$ cat src/rtl/spi_brg_pkg.sv
// Package: shared sizing constants for the SPI bit-rate generator.
// Assumes: the rate divider is a power of two whose exponent is the rate code plus one.
package spi_brg_pkg;
    localparam int PRESC_W_DEF   = 3;  // prescale field width
    localparam int RATE_W_DEF    = 4;  // rate field width
    localparam int RATE_CODE_DEF = 8;  // largest legal rate code
endpackage

$ cat src/rtl/spi_brg_cfg.sv
// Module: settings holder. Captures the prescale and rate fields when `load`
// is high and clamps rate codes above RATE_CODE_MAX down to RATE_CODE_MAX.
// Assumes: `load` is high while idle and on the cycle that completes a half-period.
module spi_brg_cfg #(
    parameter int PRESC_W       = spi_brg_pkg::PRESC_W_DEF,
    parameter int RATE_W        = spi_brg_pkg::RATE_W_DEF,
    parameter int RATE_CODE_MAX = spi_brg_pkg::RATE_CODE_DEF
) (
    input  logic               clk,
    input  logic               rst_n,
    input  logic               load,
    input  logic [PRESC_W-1:0] presc_in,
    input  logic [RATE_W-1:0]  rate_in,
    output logic [PRESC_W-1:0] presc_q,
    output logic [RATE_W-1:0]  rate_q
);
    localparam logic [RATE_W-1:0] RATE_CAP = RATE_W'(RATE_CODE_MAX);

    logic [RATE_W-1:0] rate_clamped;

    // Map reserved rate codes onto the largest legal code.
    always_comb begin
        rate_clamped = (rate_in > RATE_CAP) ? RATE_CAP : rate_in;
    end

    // Hold the active settings; replace them only on a load cycle.
    always_ff @(posedge clk) begin
        if (!rst_n) begin
            presc_q <= '0;
            rate_q  <= '0;
        end else if (load) begin
            presc_q <= presc_in;
            rate_q  <= rate_clamped;
        end
    end

    // the stored rate code never exceeds the legal maximum.
    a_r3_rate_capped: assert property (@(posedge clk) disable iff (!rst_n)
        rate_q <= RATE_CAP);

    // stored settings change only as the result of a load cycle.
    a_r8_hold_between_loads: assert property (@(posedge clk) disable iff (!rst_n)
        !load |=> ($stable(presc_q) && $stable(rate_q)));
endmodule

$ cat src/rtl/spi_brg_presc.sv
// Module: linear prescaler. It counts bus cycles from 0 up to `limit` and
// raises `wrap` on the last cycle, so it divides by limit+1.
// Assumes: `run` low clears the count.
module spi_brg_presc #(
    parameter int PRESC_W = spi_brg_pkg::PRESC_W_DEF
) (
    input  logic               clk,
    input  logic               rst_n,
    input  logic               run,
    input  logic [PRESC_W-1:0] limit,
    output logic               wrap
);
    logic [PRESC_W-1:0] cnt_q;

    // Flag the final count of each prescaler period.
    always_comb begin
        wrap = run && (cnt_q == limit);
    end

    // Advance the count and restart it after the final count.
    always_ff @(posedge clk) begin
        if (!rst_n || !run) begin
            cnt_q <= '0;
        end else if (wrap) begin
            cnt_q <= '0;
        end else begin
            cnt_q <= cnt_q + 1'b1;
        end
    end

    // the count stays within the active prescale limit.
    a_r1_presc_bound: assert property (@(posedge clk) disable iff (!rst_n)
        cnt_q <= limit);

    // the count is cleared one cycle after an idle cycle.
    a_r5_presc_idle_clear: assert property (@(posedge clk) disable iff (!rst_n)
        !run |=> (cnt_q == '0));
endmodule

$ cat src/rtl/spi_brg_ratediv.sv
// Module: power-of-two rate divider. It counts prescaler wraps from 0 up to
// 2^code - 1 and raises `half_done` on the last of them, which ends one
// serial half-period.
// Assumes: `code` is at most RATE_CODE_MAX; `run` low clears the count.
module spi_brg_ratediv #(
    parameter int RATE_W        = spi_brg_pkg::RATE_W_DEF,
    parameter int RATE_CODE_MAX = spi_brg_pkg::RATE_CODE_DEF
) (
    input  logic              clk,
    input  logic              rst_n,
    input  logic              run,
    input  logic              step,
    input  logic [RATE_W-1:0] code,
    output logic              half_done
);
    localparam int CNT_W = (RATE_CODE_MAX < 1) ? 1 : RATE_CODE_MAX;

    logic [CNT_W-1:0] cnt_q;
    logic [CNT_W:0]   one_hot;
    logic [CNT_W:0]   mask_full;
    logic [CNT_W-1:0] last_cnt;

    // Terminal count 2^code - 1; the wide intermediate keeps code == CNT_W exact.
    always_comb begin
        one_hot   = {{CNT_W{1'b0}}, 1'b1} << code;
        mask_full = one_hot - 1'b1;
        last_cnt  = mask_full[CNT_W-1:0];
        half_done = step && (cnt_q == last_cnt);
    end

    // Count prescaler wraps and restart at the end of each half-period.
    always_ff @(posedge clk) begin
        if (!rst_n || !run) begin
            cnt_q <= '0;
        end else if (half_done) begin
            cnt_q <= '0;
        end else if (step) begin
            cnt_q <= cnt_q + 1'b1;
        end
    end

    // the count never passes the terminal count for the active code.
    a_r2_rate_bound: assert property (@(posedge clk) disable iff (!rst_n)
        cnt_q <= last_cnt);

    // the count holds between prescaler wraps.
    a_r2_rate_hold: assert property (@(posedge clk) disable iff (!rst_n)
        (run && !step) |=> $stable(cnt_q));
endmodule

$ cat src/rtl/spi_bitrate_gen.sv
// Module: top of the SPI master bit-rate generator. The settings holder feeds
// the prescaler, whose wraps feed the rate divider. A half-period end gives a
// registered one-cycle edge strobe and toggles the clock level.
// Assumes: synchronous active-low reset; `run` low parks everything at zero.
module spi_bitrate_gen #(
    parameter int PRESC_W       = spi_brg_pkg::PRESC_W_DEF,
    parameter int RATE_W        = spi_brg_pkg::RATE_W_DEF,
    parameter int RATE_CODE_MAX = spi_brg_pkg::RATE_CODE_DEF
) (
    input  logic               clk,
    input  logic               rst_n,
    input  logic               run,
    input  logic [PRESC_W-1:0] presc_sel,
    input  logic [RATE_W-1:0]  rate_sel,
    output logic               edge_tick,
    output logic               clk_level
);
    logic               cfg_load;
    logic [PRESC_W-1:0] presc_act;
    logic [RATE_W-1:0]  rate_act;
    logic               pre_wrap;
    logic               half_done;

    // Capture settings while idle or as a half-period completes.
    always_comb begin
        cfg_load = !run || half_done;
    end

    spi_brg_cfg #(
        .PRESC_W       (PRESC_W),
        .RATE_W        (RATE_W),
        .RATE_CODE_MAX (RATE_CODE_MAX)
    ) cfg_i (
        .clk      (clk),
        .rst_n    (rst_n),
        .load     (cfg_load),
        .presc_in (presc_sel),
        .rate_in  (rate_sel),
        .presc_q  (presc_act),
        .rate_q   (rate_act)
    );

    spi_brg_presc #(
        .PRESC_W (PRESC_W)
    ) presc_i (
        .clk   (clk),
        .rst_n (rst_n),
        .run   (run),
        .limit (presc_act),
        .wrap  (pre_wrap)
    );

    spi_brg_ratediv #(
        .RATE_W        (RATE_W),
        .RATE_CODE_MAX (RATE_CODE_MAX)
    ) rate_i (
        .clk       (clk),
        .rst_n     (rst_n),
        .run       (run),
        .step      (pre_wrap),
        .code      (rate_act),
        .half_done (half_done)
    );

    // Register the edge strobe and toggle the clock level on each half-period end.
    always_ff @(posedge clk) begin
        if (!rst_n || !run) begin
            edge_tick <= 1'b0;
            clk_level <= 1'b0;
        end else begin
            edge_tick <= half_done;
            if (half_done) begin
                clk_level <= !clk_level;
            end
        end
    end

    // every strobe comes with a change of the clock level.
    a_r7_level_flips_on_tick: assert property (@(posedge clk) disable iff (!rst_n)
        edge_tick |-> (clk_level != $past(clk_level)));

    // without a strobe the level is held, except when it is parked by idle.
    a_r7_level_steady: assert property (@(posedge clk) disable iff (!rst_n)
        (run && $past(run) && !edge_tick) |-> $stable(clk_level));

    // an idle cycle leaves strobe and level low on the next cycle.
    a_r5_idle_quiet: assert property (@(posedge clk) disable iff (!rst_n)
        !run |=> (!edge_tick && !clk_level));
endmodule

$ cat config.mk
export PLATFORM = sky130hd
export DESIGN_NAME = spi_bitrate_gen
export DESIGN_NICKNAME = d
export VERILOG_FILES = /design/src/rtl/spi_brg_pkg.sv /design/src/rtl/spi_brg_cfg.sv /design/src/rtl/spi_brg_presc.sv /design/src/rtl/spi_brg_ratediv.sv /design/src/rtl/spi_bitrate_gen.sv
export SDC_FILE = /design/constraint.sdc
export NUM_CORES = 1
export LEC_CHECK = 0
export BUFFER_PORTS_ARGS = -buffer_cell sky130_fd_sc_hd__buf_2
export CAP_MARGIN = 40
export CORE_MARGIN = 2
export CORE_UTILIZATION = 58
export CTS_CLUSTER_DIAMETER = 200
export DETAILED_ROUTE_END_ITERATION = 16
export PLACE_DENSITY_LB_ADDON = 0.2
export SLEW_MARGIN = 20
export SYNTH_ARGS = -nofsm -noshare
export SYNTH_HDL_FRONTEND = slang
export SYNTH_SLANG_ARGS = --single-unit
$ cat constraint.sdc
create_clock -name clk -period 3.8 [get_ports clk]
set_input_delay 0.19 -clock clk [delete_from_list [all_inputs] [get_ports clk]]
set_output_delay 0.19 -clock clk [all_outputs]
set_load 0.01 [all_outputs]
; ---- Word-level counts from Yosys, hierarchy flattened
; Cells that the tools add are included.
[word_totals]
register_bits = 20
inputBits = 10
[op_classes]
n_mux = 1
n_lt_le_gt_ge = 1
shift = 1
n_reduce_logical = 9
n_addsub = 3
n_eq_ne = 2
[op_table]
columns = cell, n
row1 = $add 8x1->8 const B, 1
row2 = $eq 8x8->1, 1
row3 = $shl 1x4->8 const A, 1
row4 = $sub 8x1->8 const B, 1
row5 = $gt 4x4->1 const B, 1
row6 = $mux 4, 1
row7 = $reduce_or 2->1, 2
row8 = $add 3x1->3 const B, 1
row9 = $eq 3x3->1, 1
row10 = $logic_not 1->1, 3
row11 = $logic_and 1x1->1, 2
row12 = $logic_or 1x1->1, 2

; ---- Longest topological paths before layout
[depth]
depth_word = 5
ltp_mapped = 9
mapped_depth_nobuf = 7

; ---- Hierarchy
; From an unflattened synthesis, not the netlist that was laid out.
[hier_totals]
hier_cells = 122
hier_area_um2 = 1101.1
[modules_own_cells]
columns = mod, cells_per_inst, n_inst, area_per_inst_um2
row1 = spi_brg_ratediv, 75, 1, 591.8
row2 = spi_brg_cfg, 26, 1, 281.5
row3 = spi_brg_presc, 15, 1, 158.9
row4 = spi_bitrate_gen, 6, 1, 68.8

; ---- Least setup slack after synthesis
; Ideal clock, no wire load.
[synth_timing]
path_kind = flip-flop to flip-flop
from = reg cfg_i.rate_q[2]
to = reg clk_level
t_arrival_ns = 2.648
t_required_ns = 3.684
stages_incl_launch_ff = 9
setup_ns = 0.116
path_buffers = 1
path_slack_ns = 1.036
period_less_slack_ns = 2.764
path_cell_list = dfxtp_1 -> clkbuf_1 -> or4b_2 -> ha_1 -> and2_1 -> o211ai_1 -> a211oi_1 -> o31a_1 -> o211a_1
[synth_via]
elab_chain_cells = 4
[synth_rtl]
columns = item, line_no
row1 = "start, declared", spi_brg_cfg.sv:15  ; output logic [RATE_W-1:0] rate_q
row2 = "start signal, assigned", spi_brg_cfg.sv:33  ; rate_q <= rate_clamped;
row3 = $shl 1x4->8, spi_brg_ratediv.sv:25  ; one_hot = {{CNT_W{1'b0}}, 1'b1} << code;
row4 = $sub 8x1->8, spi_brg_ratediv.sv:26  ; mask_full = one_hot - 1'b1;
row5 = $eq 8x8->1, spi_brg_ratediv.sv:28  ; half_done = step && (cnt_q == last_cnt);
row6 = $logic_and 1x1->1, spi_brg_ratediv.sv:28
row7 = "end signal, assigned", spi_bitrate_gen.sv:73  ; clk_level <= !clk_level;
row8 = "end, declared", spi_bitrate_gen.sv:16  ; output logic clk_level
; No other way between the ends.
; A chain may end at the register's enable or synchronous reset.

; ---- Worst setup path after layout
[layout_timing]
from = reg cfg_i.rate_q[1]
to = reg rate_i.cnt_q[5]
[layout_via]
elab_chain_cells = 5
[layout_rtl]
columns = item, line_no
row1 = $shl 1x4->8, spi_brg_ratediv.sv:25
row2 = $sub 8x1->8, spi_brg_ratediv.sv:26
row3 = $eq 8x8->1, spi_brg_ratediv.sv:28
row4 = $logic_and 1x1->1, spi_brg_ratediv.sv:28
row5 = $reduce_or 2->1 (no source line), n/a
row6 = "end signal, assigned", spi_brg_ratediv.sv:38  ; cnt_q <= cnt_q + 1'b1;
row7 = "end, declared", spi_brg_ratediv.sv:18  ; logic [CNT_W-1:0] cnt_q;
; No other way between the ends.

==> out/summary.txt <==
=================================================================================
Run status                                                           complete, no violations
Vias in the first global route                                               1115
Setup TNS                                                                    0 ns
Final clock skew                                                       0.00559 ns
Total number of nets in the final design                                      184
Post-synth net total                                                          179
Main flop type after synthesis                                            dfxtp_1
Crit path DAT                                                             3.26 ns
Maximum single-stage delay on the critical path                           0.70 ns
Endpoint type of the worst setup path                                    register
Number of failing hold endpoints at the final stage                             0
PostCTS Resize Cnt                                                              0
Commonest cells after routing, fill and taps aside                   dfxtp_1 (20), nor2_1 (13), o21ai_0 (13), nand2_1 (13), buf_2 (11)
Final critical path time including I/O delays and setup                   3.07 ns
Slack of the worst reg-to-reg path                                        0.73 ns
Number of sinks handled by clock tree synthesis                                20
Routed WL per cell                                                        14.1 µm
Syn_area_per_cell                                                        8.18 µm²
Cell count after synthesis                                                    166
Startpoint kind of the worst setup timing path                           register
Sum of net half-perimeters after detailed placement                       1990 µm
Synth warn                                                                      0
Router iterations before antenna repair                                         4
Pin count of the biggest net entering global routing                           28
Power density relative to cell area                                    361 mW/mm²
Number of flops mapped to enable cells by yosys                                 0
Max-cap viol count                                                              0
Actual transition at the worst max-transition pin                        0.606 ns
Highest achievable clock rate                                           0.325 GHz
Count of standard-cell rows                                                    17
Netlist area before placement                                         0.00136 mm²
Routability congestion estimate from global placement                       0.934
Effective utilization at floorplan                                          61.4%
Area of the die                                                       0.00274 mm²
Count of different cell masters after synthesis                                44
Clock buffer count from CTS                                                     3
Count of antenna-violating nets left after detailed routing                     0
Critical path's slowest cell                                               or4b_2
H-tree levels                                                                   1
Syn-to-layout area delta                                                    6.73%
Floorplan Core Area                                                   0.00221 mm²
WP data required                                                          3.99 ns
Antenna violations before repair                                                0
Cell count after placement                                                    194
Clock root buffer                                                        clkbuf_4
Max Transition Viols Final                                                      0
Reg clk slew, reported paths                                              0.12 ns
Number of top-level pins                                                       12
Part of the Yosys area used for sequential elements                         29.5%
Classification of the worst setup path                               register to register
Source-to-sink clock delay at the later pin of the worst-skew pair        0.30 ns
Async SR Flop Fraction                                                         0%
DIE HEIGHT                                                                52.4 µm
Area of the multi-input gates                                             887 µm²
Sequential Area                                                           400 µm²
Number of buffers and inverters on the critical path                            0
Cells traversed along the worst timing path                          or4b_2 > ha_1 > and2_1 > o211ai_1 > a211oi_1 > o311ai_4 > nor2_1
Unrepaired setup endpoints after global routing                                no
Die boundary width                                                        52.4 µm
Number of storage elements in the synthesis netlist                            20
First-pass GRT wire length                                                4630 µm
Vias post-DR                                                                 1207
Critical-path maximum fanout                                                   11
Hold/Removal Path Class                                              input pin to register
Antenna cell count                                                              0
Average via count per standard cell                                          6.10
Static power due to leakage                                              0.506 nW
Drt first-iter violations                                                      17
Number of hold buffers added after CTS                                          0
Fin cells                                                                     198
Slew headroom                                                               59.4%
Number of inserted filler cells in the final layout                           204
Total GRT Usage                                                             22.4%
Count of final setup violators                                                  0
Final Cycle Share                                                           80.9%
Clock Path Buffers                                                              2
Fraction of final layout cells with drive strength greater than 1           12.4%
CTS tree                                                                    built
Leading cell type in the layout, fill and taps excluded                   dfxtp_1
Routed wire length                                                        2790 µm
Port buffer count                                                              11
Total setup buffers inserted after CTS                                          0
Overflow left after global routing                                              0
Delay-heaviest family, CP                                            compound AO/OA/AOI/OAI gates
Maximum ir drop on the vdd rail                                          0.256 mV
Number of design rule violations left after detail routing                      0
=================================================================================
state kept, by name (all words and copies together) (netlist names):
register,cells
cfg_i.presc_q,3
cfg_i.rate_q,4
clk_level,1
edge_tick,1
presc_i.cnt_q,3
rate_i.cnt_q,8
where the power goes:
part           leakage [nW]  switching [mW]  internal [mW]
combinational         0.316          0.0685         0.0482
clock                0.0279          0.0684          0.107
sequential            0.163          0.0132          0.218
cell type report:
class | count | share of cell area [%]
clock buffers | 3 | 1.55
clock inverters | 1 | 2.07
inverters | 1 | 0.259
multi-input cells | 132 | 61.2
flip-flops and latches | 20 | 27.6
well taps | 28 | 2.42
repair buffers | 13 | 4.84
routing by layer:
layer	global-route usage (%)	wire (µm)
met5	0	0
met3	2.86	39
met4	10.7	16
met2	39.0	1370
met1	27.0	1360
synthesized netlist by cell type, types with 2 or more instances:
master     instances  area, µm²
nand4_1            3       18.8
xnor2_1            9       78.8
nor3_1             3       15.0
clkbuf_1           7       26.3
nand3_1            7       35.0
a21oi_1            4       20.0
o21ai_0           13       65.1
nor2b_1            4       25.0
nor4b_1            2       17.5
xor2_1             5       43.8
buf_1              2       7.51
nor3b_1            3       22.5
nand2_1           13       48.8
o21ai_1            3       15.0
nor2_1            13       48.8
o211ai_1           8       60.1
a2111oi_0          7       61.3
dfxtp_1           20        400
and3_1             9       56.3
nor4_1             2       12.5
buf_6              2       22.5
nand4b_1           3       26.3
ha_1               3       37.5
worst register-to-register path: stages (launching register included):
cell and delay, ns:
dfxtp_1 0.42, or4b_2 0.70, ha_1 0.26, and2_1 0.20, o211ai_1 0.50, a211oi_1 0.27
o311ai_4 0.50, nor2_1 0.11
path summary, 6_finish.rpt:
| path | startpoint | to | depth (start not counted) |
|---|---|---|---|
| worst max-delay path | cfg_i.rate_q[1] | rate_i.cnt_q[5] | 7 |
| worst min-delay path | presc_sel[2] | cfg_i.presc_q[2] | 3 |
| worst max register to register | cfg_i.rate_q[1] | rate_i.cnt_q[5] | 7 |
| worst min register to register | presc_i.cnt_q[0] | presc_i.cnt_q[0] | 1 |
per-stage QoR:
| step | total power [mW] | utilization (%) | area (µm²) | hold WS, ns | setup WS (ns) |
|---|---|---|---|---|---|
| after floorplan | 0.327 | - | 1360 | 0.362 | 1.04 |
| after global placement | 0.347 | 63.1 | 1400 | 0.442 | 0.961 |
| after detailed placement | 0.352 | 63.1 | 1400 | 0.457 | 0.823 |
| after CTS | 0.526 | 65.5 | 1450 | 0.152 | 0.810 |
| after global routing | 0.551 | 65.5 | 1450 | 0.179 | 0.577 |
| final | 0.523 | 65.5 | 1450 | 0.159 | 0.725 |
cells by family after synthesis:
group                    after synthesis  share of synthesized area, %
AO/OA/AOI/OAI                         45                          24.1
XOR/XNOR                              15                          10.2
adder cells (fa/ha/maj)                3                          2.77
buffers and inverters                 14                          5.16
flip-flops                            20                          29.5
AND/OR/NAND/NOR                       69                          28.3
Note: power is estimated with default switching activity, not from simulation.
